[config.mk]
export PLATFORM = sky130hd
export DESIGN_NAME = link_blink_led
export DESIGN_NICKNAME = d
export VERILOG_FILES = /design/src/rtl/link_blink_pkg.sv /design/src/rtl/link_blink_timer.sv /design/src/rtl/link_blink_pending.sv /design/src/rtl/link_blink_fsm.sv /design/src/rtl/link_blink_led.sv
export SDC_FILE = /design/constraint.sdc
export NUM_CORES = 1
export LEC_CHECK = 0
export BUFFER_PORTS_ARGS = -buffer_cell sky130_fd_sc_hd__buf_4
export CELL_PAD_IN_SITES_DETAIL_PLACEMENT = 1
export CELL_PAD_IN_SITES_GLOBAL_PLACEMENT = 1
export CORE_ASPECT_RATIO = 1.5
export CORE_MARGIN = 8
export CORE_UTILIZATION = 44
export CTS_CLUSTER_DIAMETER = 200
export DETAILED_ROUTE_END_ITERATION = 6
export PLACE_DENSITY_LB_ADDON = 0.1
export SLEW_MARGIN = 10
export SYNTH_ARGS = -nofsm -noshare
export SYNTH_HDL_FRONTEND = slang
export SYNTH_SLANG_ARGS = --single-unit
[constraint.sdc]
create_clock -name clk -period 3 [get_ports clk]
set_clock_uncertainty 0.15 [all_clocks]
set_input_delay 0.3 -clock clk [delete_from_list [all_inputs] [get_ports clk]]
set_output_delay 0.3 -clock clk [all_outputs]
set_load 0.01 [all_outputs]
[src/rtl/link_blink_pkg.sv]
package link_blink_pkg;

  typedef enum logic [1:0] {
    ST_NO_LINK   = 2'd0,
    ST_LINK_IDLE = 2'd1,
    ST_BLINK_OFF = 2'd2,
    ST_HOLD_ON   = 2'd3
  } led_state_e;

  // Counter width able to hold ticks-1.
  function automatic int cnt_width(input int ticks);
    return (ticks <= 2) ? 1 : $clog2(ticks);
  endfunction

  // High (dark) in every state except the two lit ones.
  function automatic logic state_is_dark(input led_state_e s);
    return (s == ST_NO_LINK) || (s == ST_BLINK_OFF);
  endfunction

  function automatic logic any_activity(input logic tx, input logic rx);
    return tx | rx;
  endfunction

endpackage

[src/rtl/link_blink_timer.sv]
module link_blink_timer #(
  parameter int TICKS = 4
) (
  input  logic clk,
  input  logic rst,
  input  logic clear,
  input  logic load,
  output logic done
);
  localparam int CW = link_blink_pkg::cnt_width(TICKS);
  localparam logic [CW-1:0] LOAD_VAL = CW'(TICKS - 1);

  logic [CW-1:0] cnt;

  always_ff @(posedge clk) begin
    if (rst || clear)     cnt <= '0;
    else if (load)        cnt <= LOAD_VAL;
    else if (cnt != '0)   cnt <= cnt - CW'(1);
  end

  assign done = (cnt == '0);

  // every phase starts from the full interval
  assert_load_full_R2: assert property (@(posedge clk) disable iff (rst)
    (load && !clear) |=> (cnt == LOAD_VAL));

  // counter never leaves its range
  assert_cnt_range_R3: assert property (@(posedge clk) disable iff (rst)
    cnt <= LOAD_VAL);
endmodule

[src/rtl/link_blink_pending.sv]
module link_blink_pending (
  input  logic clk,
  input  logic rst,
  input  logic clear,
  input  logic arm,
  input  logic act,
  input  logic consume,
  output logic pending
);
  always_ff @(posedge clk) begin
    if (rst || clear || consume) pending <= 1'b0;
    else if (arm && act)         pending <= 1'b1;
  end

  // the flag only rises from activity in a busy window
  assert_pend_src_R4: assert property (@(posedge clk) disable iff (rst)
    $rose(pending) |-> $past(arm && act));

  // link loss forgets pending activity
  assert_pend_clear_R6: assert property (@(posedge clk) disable iff (rst)
    clear |=> !pending);
endmodule

[src/rtl/link_blink_fsm.sv]
module link_blink_fsm
  import link_blink_pkg::*;
(
  input  logic clk,
  input  logic rst,
  input  logic link_up,
  input  logic act,
  input  logic pending,
  input  logic done,
  output logic load,
  output logic consume,
  output logic arm,
  output logic clear_all,
  output logic led_dark
);
  led_state_e st, nxt;

  always_comb begin
    nxt     = st;
    load    = 1'b0;
    consume = 1'b0;
    if (!link_up) begin
      nxt = ST_NO_LINK;
    end else begin
      unique case (st)
        ST_NO_LINK:   nxt = ST_LINK_IDLE;
        ST_LINK_IDLE: if (act) begin
          nxt  = ST_BLINK_OFF;
          load = 1'b1;
        end
        ST_BLINK_OFF: if (done) begin
          nxt  = ST_HOLD_ON;
          load = 1'b1;
        end
        ST_HOLD_ON: if (done) begin
          if (act || pending) begin
            nxt     = ST_BLINK_OFF;
            load    = 1'b1;
            consume = 1'b1;
          end else begin
            nxt = ST_LINK_IDLE;
          end
        end
        default: nxt = ST_NO_LINK;
      endcase
    end
  end

  always_ff @(posedge clk) begin
    if (rst) st <= ST_NO_LINK;
    else     st <= nxt;
  end

  assign arm       = link_up && ((st == ST_BLINK_OFF) || ((st == ST_HOLD_ON) && !done));
  assign clear_all = !link_up;
  assign led_dark  = state_is_dark(st);

  assert_idle_lit_R1: assert property (@(posedge clk) disable iff (rst)
    (st == ST_LINK_IDLE && link_up && !act) |=> !led_dark);

  assert_blink_len_R2: assert property (@(posedge clk) disable iff (rst)
    (st == ST_BLINK_OFF && !done && link_up) |=> (st == ST_BLINK_OFF));

  assert_hold_min_R3: assert property (@(posedge clk) disable iff (rst)
    (st == ST_HOLD_ON && !done && link_up) |=> (st == ST_HOLD_ON));

  assert_restart_R5: assert property (@(posedge clk) disable iff (rst)
    (st == ST_HOLD_ON && done && link_up && act) |=> (st == ST_BLINK_OFF));

  assert_dark_nolink_R6: assert property (@(posedge clk) disable iff (rst)
    !link_up |=> led_dark);
endmodule

[src/rtl/link_blink_led.sv]
module link_blink_led #(
  parameter int TICKS_PER_INTERVAL = 2000000
) (
  input  logic clk,
  input  logic rst,
  input  logic link_up_i,
  input  logic tx_act_i,
  input  logic rx_act_i,
  input  logic fdx_i,
  output logic led_link_n_o,
  output logic led_fdx_n_o
);
  logic act, load, consume, arm, clear_all, done, pending, led_dark;
  logic fdx_n_q;

  assign act = link_blink_pkg::any_activity(tx_act_i, rx_act_i);

  link_blink_fsm u_fsm (
    .clk, .rst, .link_up(link_up_i), .act, .pending, .done,
    .load, .consume, .arm, .clear_all, .led_dark
  );

  link_blink_timer #(.TICKS(TICKS_PER_INTERVAL)) u_timer (
    .clk, .rst, .clear(clear_all), .load, .done
  );

  link_blink_pending u_pending (
    .clk, .rst, .clear(clear_all), .arm, .act, .consume, .pending
  );

  always_ff @(posedge clk) begin
    if (rst) fdx_n_q <= 1'b1;
    else     fdx_n_q <= ~(link_up_i & fdx_i);
  end

  assign led_link_n_o = led_dark;
  assign led_fdx_n_o  = fdx_n_q;

  assert_fdx_on_R8: assert property (@(posedge clk) disable iff (rst)
    (link_up_i && fdx_i) |=> !led_fdx_n_o);

  assert_reset_dark_R9: assert property (@(posedge clk)
    rst |=> (led_link_n_o && led_fdx_n_o));
endmodule

==> results.toml <==
[status]
status = "finished clean"

[global_routing]
grt_pass1_vias = 1157
track_usage_pct = 14.22
grt_max_degree = 16
grt_overflow_total = 0
antenna_found_initial = 0
grt_pass1_wl_mm = 5.319

[clocking]
cts_buffers = 3
cts_hold_buffers = 0
cts_sinks = 25
clk_pin_slew_ns = 0.09
root_buffer = "clkbuf_8"
post_cts_buffers = 0
cts_tree = "built"
clk_latency_ns = 0.27
htree_levels = 1
clk_path_buf_depth = 2
post_cts_resized = 0

[critical_path]
critPathKind = "reg2reg"
worstPathCellList = "or4_1, nand4b_4, o31a_1, o21ai_1, nor2_1"
start_kind = "register"
path_buf_inv = 0
ff2ff_path_depth = 5
slowest_delay_ns = 0.62
cp_top_family = "simple AND/OR/NAND/NOR gates"
endpoint_kind = "register"
path_depth = 5
path_max_fanout = 15
slowest_stage = "or4_1"
arrival_ns = 2.54
required_ns = 2.99

[final_layout]
syn2layout_area_growth_pct = 9.390
multiInputGateArea_um2 = 701.9
n_fill_cell = 358
layout.nets = 158
utilization_pct = 50.65
seq_area_um2 = 500.5
antenna-diode-count = 0
layout-drive-gt1-share_pct = 10.74

[min_path]
hold_depth = 2
hp-class = "in2reg"

[synth]
yosys-top-cells-area = "dfxtp_1 40%, a21oi_1 6.4%, xor2_1 5.6%"
synthArstFlopShare_pct = 0
yosysTopAreaCellShare_pct = 39.96
yosys_warnings = 0
syn_area_per_cell_um2 = 8.758
seq_area_frac_synth_pct = 39.96
synthCells = 143
synth.distinct_cells = 38
synth_fp_nets = 151
synth.most_common_cell = "dfxtp_1"
synth_area_leader_cell = "dfxtp_1"
synth.top_cells.by_count = "25 x dfxtp_1, 16 x a21oi_1, 8 x nand2_1, 8 x nor2_1, 8 x xor2_1"
synth_edf_count = 0
yosys_register_bits = 25
syn-cell-area_mm2 = 0.001252
synth-main-ff-cell = "dfxtp_1"

[job]
drv_cap = 0

[routing]
routed_wl_mm = 3.053
antenna_left = 0
vias = 1076
drcViolationCount = 0
drt-wirelength-per-cell_um = 16.41
avgViaCountPerCell = 5.785
drtIter0Drc = 15
firstDrtPassIters = 4

[floorplan]
start_util_pct = 46.30
ios = 8
die_h_um = 81.35
rows = 23
die_area_mm2 = 0.004845
core_mm2 = 0.002705
die_w_um = 59.56

[timing]
rsz0062_at_grt = "no"
finalSetupViolCount = 0
hold_slack_ns = 0.02778
hold_viol = 0
slew-limit-headroom_pct = 57.62
fin_tns_setup_ns = 0
finalMaxSlewViolations = 0
period_share_pct = 85.04
tightest_slew_ns = 0.6299
min_period_ns = 2.551
clock.fmax_mhz = 392.0

[placed_design]
routabilityCongestion = 0.8145
io_buffers = 7
dp_hpwl_mm = 2.322
-- worst register-to-register path, delay by kind of cell (launching register included) --
family             cells  cell delay (ns)
AOI/OAI and AO/OA      2             0.86
DFF                    1             0.36
and+or+nand+nor        3             1.06
-- state kept, by name, summed over array words and instances (netlist names) --
signal             count
led_fdx_n_o            1
u_fsm.st               2
u_pending.pending      1
u_timer.cnt           21
-- cell type report --
cell class | count | share of cell area (%)
Clock inverter | 1 | 0.3653
Clock buffer | 3 | 3.014
Tap cell | 37 | 3.379
Sequential cell | 25 | 36.53
Multi-Input combinational cell | 108 | 51.23
Timing Repair Buffer | 8 | 4.384
Inverter | 4 | 1.096
-- per-layer routing --
layer	wire, um	vias up	share of wire [%]	global-route usage [%]
li1	-	536	-	-
met1	1265	531	41	14.80
met2	1711	5	56	26.46
met3	33	4	1.1	2.528
met4	43	0	1.4	6.475
met5	0	-	0	0
-- cell families after synthesis --
kind of cell,after synthesis,synth area share (%)
xor gates and xnor gates,11,7.693
muxes,3,2.498
adders and majority gates,2,1.998
DFF,25,39.96
and+or+nand+nor,55,25.77
buffers and inverters,10,3.995
AOI/OAI and AO/OA,37,18.08
-- final timing paths --
path                endpoint             from  slack (ns)
min              led_fdx_n_o            fdx_i        0.03
min reg2reg   u_timer.cnt[9]   u_timer.cnt[9]        0.35
max reg2reg  u_timer.cnt[12]  u_timer.cnt[12]        0.45
max          u_timer.cnt[12]  u_timer.cnt[12]        0.45
-- stage by stage --
stage / cell area, um2 / worst slack (ns) / std cells
global placement: 1324 / 0.5392 / 182
CTS: 1370 / 0.4298 / 186
floorplan: 1252 / 0.7745 / 143
finish: 1370 / 0.4487 / 186
detailed placement: 1324 / 0.4425 / 182
global route: 1370 / 0.2587 / 186
-- cell usage in the layout (no fill, tap or decap), drive strengths merged, types with 2 or more instances in the layout --
master  Yosys  layout
dfxtp      25      25
a21oi      16      16
nand2       8       8
nor2        8       8
xor2        8       8
buf         3       8
o21ai       7       7
nor3        6       6
o31ai       5       5
inv         4       4
nand2b      4       4
nor4        4       4
a31oi       4       4
or3         4       4
nand4       4       4
or4         3       3
nor2b       3       3
xnor2       3       3
nand3b      3       3
nand3       3       3
clkbuf      3       3
mux2i       2       2
ha          2       2
Power is left out: the tool's default activity adds up to more than one toggle a clock period on the data nets, which glitch-free logic cannot reach.
